===== config.mk =====
export PLATFORM = sky130hd
export DESIGN_NAME = uart_rx_aging_fifo
export DESIGN_NICKNAME = d
export VERILOG_FILES = /design/src/rtl/uart_rx_aging_fifo.sv
export SDC_FILE = /design/constraint.sdc
export NUM_CORES = 1
export LEC_CHECK = 0
export ABC_AREA = 1
export ABC_CLOCK_PERIOD_IN_PS = 5250
export BUFFER_PORTS_ARGS = -buffer_cell sky130_fd_sc_hd__buf_4
export CAP_MARGIN = 20
export CORE_AREA = 2 2 192 194
export DETAILED_ROUTE_END_ITERATION = 16
export DIE_AREA = 0 0 194 196
export GPL_TIMING_DRIVEN = 0
export MAX_ROUTING_LAYER = met4
export PLACE_DENSITY = 0.68
export RECOVER_POWER = 25
export SLEW_MARGIN = 20
export SYNTH_ARGS = -nofsm -noshare
export SYNTH_HDL_FRONTEND = slang
export SYNTH_SLANG_ARGS = --single-unit

===== constraint.sdc =====
create_clock -name clk -period 5.25 [get_ports clk]
set_input_delay 0.525 -clock clk [delete_from_list [all_inputs] [get_ports clk]]
set_output_delay 0.525 -clock clk [all_outputs]
set_load 0.05 [all_outputs]

===== src/rtl/uart_rx_aging_fifo.sv =====
module uart_rx_aging_fifo #(
  parameter int DEPTH          = 32,
  parameter int DATA_W         = 8,
  parameter int TICKS_PER_CHAR = 10,
  parameter int AGE_CHARS      = 8
) (
  input  logic                      clk,
  input  logic                      rst_n,
  input  logic                      rx_valid,
  input  logic [DATA_W-1:0]         rx_data,
  input  logic                      rx_frame_err,
  input  logic                      rx_parity_err,
  input  logic                      rx_break,
  input  logic                      bit_tick,
  input  logic                      rd_en,
  output logic [DATA_W+3:0]         rd_word,
  output logic                      data_ready,
  input  logic [$clog2(DEPTH):0]    rx_thresh,
  input  logic                      clr_we,
  input  logic [2:0]                clr_bits,
  output logic [2:0]                status,
  input  logic                      en_ready,
  input  logic                      en_aging,
  input  logic                      en_break,
  output logic                      irq
);
  localparam int AW        = $clog2(DEPTH);
  localparam int CW        = AW + 1;
  localparam int WW        = DATA_W + 4;
  localparam int AGE_LIMIT = TICKS_PER_CHAR * AGE_CHARS;
  localparam int GW        = $clog2(AGE_LIMIT + 1);

  logic [WW-1:0] mem [DEPTH];
  logic [AW-1:0] wr_ptr, rd_ptr;
  logic [CW-1:0] count;
  logic [GW-1:0] age;

  wire empty = (count == '0);
  wire full  = (count == CW'(DEPTH));
  wire do_rd = rd_en && !empty;
  wire do_wr = rx_valid && (!full || do_rd);
  wire drop  = rx_valid && full && !do_rd;

  wire age_hit    = bit_tick && !empty && !rx_valid && !do_rd && (age == GW'(AGE_LIMIT - 1));
  wire ready_cond = !empty && (count >= rx_thresh);
  wire [2:0] set_ev = {rx_valid && rx_break, age_hit, ready_cond};

  always_ff @(posedge clk) begin
    if (do_wr)
      mem[wr_ptr] <= {rx_break, 1'b0, rx_parity_err, rx_frame_err, rx_data};
    else if (drop)
      mem[wr_ptr - 1'b1][DATA_W+2] <= 1'b1;
  end

  always_ff @(posedge clk) begin
    if (!rst_n) begin
      wr_ptr <= '0;
      rd_ptr <= '0;
      count  <= '0;
    end else begin
      if (do_wr) wr_ptr <= wr_ptr + 1'b1;
      if (do_rd) rd_ptr <= rd_ptr + 1'b1;
      count <= count + CW'(do_wr) - CW'(do_rd);
    end
  end

  always_ff @(posedge clk) begin
    if (!rst_n || empty || rx_valid || do_rd)
      age <= '0;
    else if (bit_tick && age != GW'(AGE_LIMIT))
      age <= age + 1'b1;
  end

  always_ff @(posedge clk) begin
    if (!rst_n) status <= '0;
    else        status <= (status & ~(clr_we ? clr_bits : 3'b000)) | set_ev;
  end

  assign rd_word    = mem[rd_ptr];
  assign data_ready = !empty;
  assign irq        = |(status & {en_break, en_aging, en_ready});
endmodule



**After elaboration in Yosys (flattened, before gate mapping)**

Memory sizes are Yosys's and may differ from the RTL's. A register that Yosys moved wholly into a read port is not among the register bits.
Cells that the tools add are included.

- Bitwise operators: 4
- Magnitude comparators: 1
- Equal/unequal tests: 3
- Reductions and logical operators: 23
- Multiplexer cells: 11
- $add $sub $neg: 6

Operators by type and width:

| operator | count |
|---|---|
| two-way mux 5 bit | 3 |
| two-way mux 12 bit | 1 |
| OR reduction 12 bit | 1 |
| logical AND 1 bit | 11 |
| adder 5 x 1 -> 5 bit (second input constant) | 2 |
| adder 7 x 1 -> 7 bit (second input constant) | 1 |
| == test 7 bit (second input constant) | 1 |
| inequality test 7 bit (second input constant) | 1 |
| adder 6 x 1 -> 6 bit | 1 |
| AND 3 bit | 2 |
| == test 6 bit (second input constant) | 1 |
| greater-or-equal comparator 6 bit | 1 |
| logical NOT 6 bit | 1 |
| subtractor 6 x 1 -> 6 bit | 1 |
| logical NOT 1 bit | 5 |
| two-way mux 1 bit | 5 |
| subtractor 5 x 1 -> 5 bit (second input constant) | 1 |
| logical OR 1 bit | 4 |
| two-way mux 3 bit | 1 |
| NOT 3 bit | 1 |
| bitwise OR 3 bit | 1 |
| OR reduction 3 bit | 1 |
| two-way mux 2 bit | 1 |

- Memories: 1
- Bits in writable memories: 384
- Flip-flop bits (word level): 26

Memories:

| name | words | width | rd ports | clocked after Yosys merged registers in | write ports | line | text |
|---|---|---|---|---|---|---|---|
| mem | 32 | 12 | 1 | 1 | 1 | 33 | `logic [WW-1:0] mem [DEPTH];` |

**Longest topological paths before layout**

- Depth in word-level cells: 10
- Depth in mapped cells: 18

**Least setup slack after synthesis**

Ideal clock, no wire load.

- Kind: register -> register
- From: reg count[2] (netlist name)
- To: mem mem[0][1] (netlist name) (data pin)
- Clock period less this slack: 2.913 ns
- Path buffers: 1
- Slack: 2.337 ns
- Setup time: 0.395 ns
- Arrival: 2.518 ns
- Data required time: 4.855 ns
- Stages on the path, launching flop included: 9
- Cell sequence: dfxtp_1 -> inv_1 -> ha_1 -> nand3_2 -> nand2_4 -> nand2_4 -> inv_1 -> clkbuf_1 -> nor2_1

RTL lines:

| what | line |
|---|---|
| to (decl) | 33 |

**Worst setup path after layout**

- From: reg count[3]
- To: mem mem[27][0] (netlist name) (enable)

- Cells in the longest elaborated chain, start to end: 10
- Elaborated cells on any way between the ends: 18
- Those cells by class: 1 x eq/ne; 7 x mux; 10 x reduce/logical

RTL lines:

| what | line | text |
|---|---|---|
| from (decl) | 35 | `logic [CW-1:0] count;` |
| from (signal assigned) | 63 | `count <= count + CW'(do_wr) - CW'(do_rd);` |
| logical NOT 6 bit | 38 | `wire empty = (count == '0);` |
| logical NOT 1 bit | 40 | `wire do_rd = rd_en && !empty;` |
| logical AND 1 bit | 40 |  |
| logical NOT 1 bit | 42 | `wire drop = rx_valid && full && !do_rd;` |
| logical AND 1 bit | 42 |  |
| two-way mux 1 bit | 51 | `else if (drop)` |
| two-way mux 1 bit | 49 | `if (do_wr)` |
| two-way mux 1 bit (implied by the code) | 52 | `mem[wr_ptr - 1'b1][DATA_W+2] <= 1'b1;` |
| OR reduction 12 bit (no line) | -- |  |
| two-way mux 5 bit (no line) / two-way mux 2 bit (equally long branches) | -- |  |

Several ways; a longest one is shown, not always the timed one.

==> impl_results.md <==
- Number of antenna diodes: 0
- Post-synth EDFFs: 384
- Die X-Extent: 194 µm
- Total global routing track utilization: 28.70%
- Status: finished, violations left
- Category of the worst setup path launch point: register
- Sequential cell area: 12,150 µm²
- Minimum clock period after layout: 4.114 ns
- Transition time at the pin with the least slew margin: 2.312 ns
- Count of TritonRoute iterations in the first routing pass: 5
- Vias in the first global route: 12,650
- Sum of overflow across all layers after global routing: 0
- Number of hold-slack violations in the final timing report: 0
- Total of flip-flops plus latches after synthesis: 415
- Total of buffers placed on input and output ports: 45
- Overall die area: 38,020 µm²
- Top post-synthesis cells by area: edfxtp_1, nand2_1, nand3_1
- Maximum achievable frequency: 0.2431 GHz
- Net count of the finished layout: 1,811
- Slew Viols, Final: 74
- Clock latency reported for the late side of the worst-skew pair: 0.55 ns
- # clock sinks: 415
- Final setup vio count: 0
- Crit path max fanout: 10
- HP Start: clr_bits[2]
- Top flip-flop cell by instance count after synthesis: edfxtp_1
- Clock Pin Slew Worst Setup and Hold Paths: 0.06 ns
- Cell leakage power: 7.509 nW
- CTS H-tree depth: 2
- Vertical extent of the die: 196 µm
- Synth top area share: 65.21%
- 1st-iter DRT viols: 1,370
- Remaining design rule violation count: 0
- Synthesized netlist cell count: 1,645
- Number of nets still failing antenna checks after routing: 0
- Worst setup slack for register-to-register paths: 1.14 ns
- Post-route clock skew: 0.01854 ns
- Most numerous cell types in the synthesized netlist: nand2_1, edfxtp_1, nand3_1
- Synthesized cell area: 17,680 µm²
- Signed area change from the synthesized netlist to the final layout: 15.44%
- TritonCTS clock tree: built
- Terminating pin of the worst hold path: status[2]
- Top-level port count: 46
- Worst Path Class, Setup: reg -> reg
- Sequential-to-total area share from yosys stat: 68.72%
- Count of cells resized by post-cts repair: 0
- Number of vias in the routed layout: 13,040
- Violations in the final reports: capacitance limit, slew limit
- Vias/cell: 5.758
- Most frequently used cell type in the post-synthesis netlist: nand2_1
- Library cell occupying the most area in the post-synthesis netlist: edfxtp_1
- Global placement routability congestion: 0.9848
- Syn Nets: 1,694
- Proportion of layout cells with a drive suffix above 1: 10.47%
- Syn_area_per_cell: 10.75 µm²
- Remaining max-slew budget at the tightest pin: -54.73%
- Global-route wire length before repair: 77,590 µm
- Number of antenna violations at the first check in global routing: 0
- Number of buffers created by CTS: 44
- Number of max-cap violations: 3
- Post-synth ARST share: 0%
- Worst setup margin: 1.136 ns
- Starting density of the core: 49.00%
- Filler cell count: 3,021
- Post-layout instance count excluding filler cells: 2,264
- Number of cells traversed by the worst hold path: 4
- Number of cells in the design after placement: 2,184
- Synth Warn #: 0
- Area of the core: 36,080 µm²
- Worst hold slack: 0.2315 ns
- Tightest Hold Check Type: in -> reg
- Unrepaired setup endpoints after global routing: no
- Arrival time reported for the critical path endpoint: 4.41 ns
- Required time of the critical path: 5.55 ns
- Hold_buf cts: 0
- Post-synth cell types: 35
- WL/cell: 23.30 µm
- Area occupied by multi-input gates: 5014 µm²
- Setup TNS after final layout: 0 ns
- Buffers inserted during post-CTS setup optimization: 0
- Reg2reg end: mem[27][0]
- Library cell used as clock root buffer: clkbuf_16
- Power density over cell area: 447.4 nW/µm²
- Largest net degree at the start of global routing: 33
- DRT Wirelength: 52,760 µm
- Site Rows: 70
- Half-perimeter wire length of the detailed placement result: 37,000 µm
- Worst-case reg-to-reg path depth: 9
- Share of the clock period used by the worst path: 78.36%
- Type of element capturing the critical path: register
- Maximum vdd drop: 0.3680 mV
- Reg-to-Reg Start: count[3]
- Worst setup slack after placement: 1.994 ns
- Largest buffer count on any clock path: 3
==> area by class of cell <==
cell class / count / area share (%)
clock buffer: 62 / 6.025
multi-input combinational: 1081 / 24.56
inverter: 60 / 1.103
sequential: 415 / 59.53
clock inverter: 18 / 0.4842
buffer: 89 / 1.784
tap: 468 / 2.869
timing repair buffer: 71 / 3.647
==> metrics by stage <==
step | area, µm² | utilization [%] | power (W)
after floorplan | 17680 | - | 0.005331
after global placement | 18610 | 51.56 | 0.006181
after detailed placement | 19240 | 53.31 | 0.006302
after CTS | 20570 | 56.99 | 0.009164
after global routing | 20410 | 56.57 | 0.009467
final | 20410 | 56.57 | 0.009133
==> registers in the layout, indices dropped and copies added, names as in the netlist, named ones only <==
| register | count |
|---|---|
| wr_ptr | 5 |
| mem | 384 |
| age | 7 |
| count | 6 |
| status | 3 |
| rd_ptr | 5 |
==> worst max-delay path by stage <==
stage	from	to	slack, ns	cells after the start
2_1_floorplan	count[2]	mem[0][1]	2.34	8
3_3_place_gp	rx_valid	mem[25][3]	0.24	7
3_5_place_dp	register	rd_word[7]	1.99	12
4_1_cts	register	rd_word[7]	1.39	12
5_1_grt	count[2]	mem[28][4]	0.94	9
6_report	count[3]	mem[27][0]	1.14	9
==> cells in the final DEF, fill, tap and decap left out, types with 2 or more instances in the layout <==
cell,instances
xnor2_1,2
nand3_1,282
nor2_1,73
buf_8,2
nor2_4,8
o31ai_1,12
nand4_1,3
inv_2,2
nor3_2,6
inv_1,55
dfxtp_1,31
nor2_2,16
nor3_1,22
clkbuf_16,45
clkbuf_8,4
clkinv_1,6
nand2_2,3
clkinv_2,10
buf_16,10
buf_1,16
buf_4,49
clkinvlp_4,3
o21ai_0,14
clkbuf_1,70
ha_1,19
a21oi_1,92
nand2_1,520
buf_2,21
buf_6,5
edfxtp_1,384
==> report_power, final <==
part,leakage [nW],total [W],internal (W),switching [W]
registers,3.72,0.00381,0.00376,0.0000493
logic,3.13,0.00241,0.000626,0.00179
clock network,0.651,0.00291,0.00164,0.00128
==> worst max-delay path, stage by stage, from the launching register on <==
cell	delay (ns)
dfxtp_1	0.34
inv_1	0.09
ha_1	0.22
nand3_1	0.22
nand2_1	0.27
inv_1	0.16
o21ai_0	1.35
clkbuf_1	0.59
nor2_1	0.36
buf_8	0.25
==> cell families (layout without fill, tap and decap cells) <==
kind of cell    Yosys count  in the layout  share of synthesized area (%)
simple gates            938            938                          22.67
xor+xnor                  3              3                         0.1486
buf+inv                 149            300                          3.389
compound gates          120            120                          3.616
flops                   415            415                          68.72
fa+ha+maj                20             20                          1.458
==> layer usage <==
metal,global-route usage [%],vias to the layer above,wire length [µm]
met5,-,-,0
met4,15.07,0,3036
met3,4.143,147,4263
met2,46.92,669,25350
met1,34.90,6274,20110
li1,-,5945,-
No activity file was read; power rests on OpenSTA's default activity.
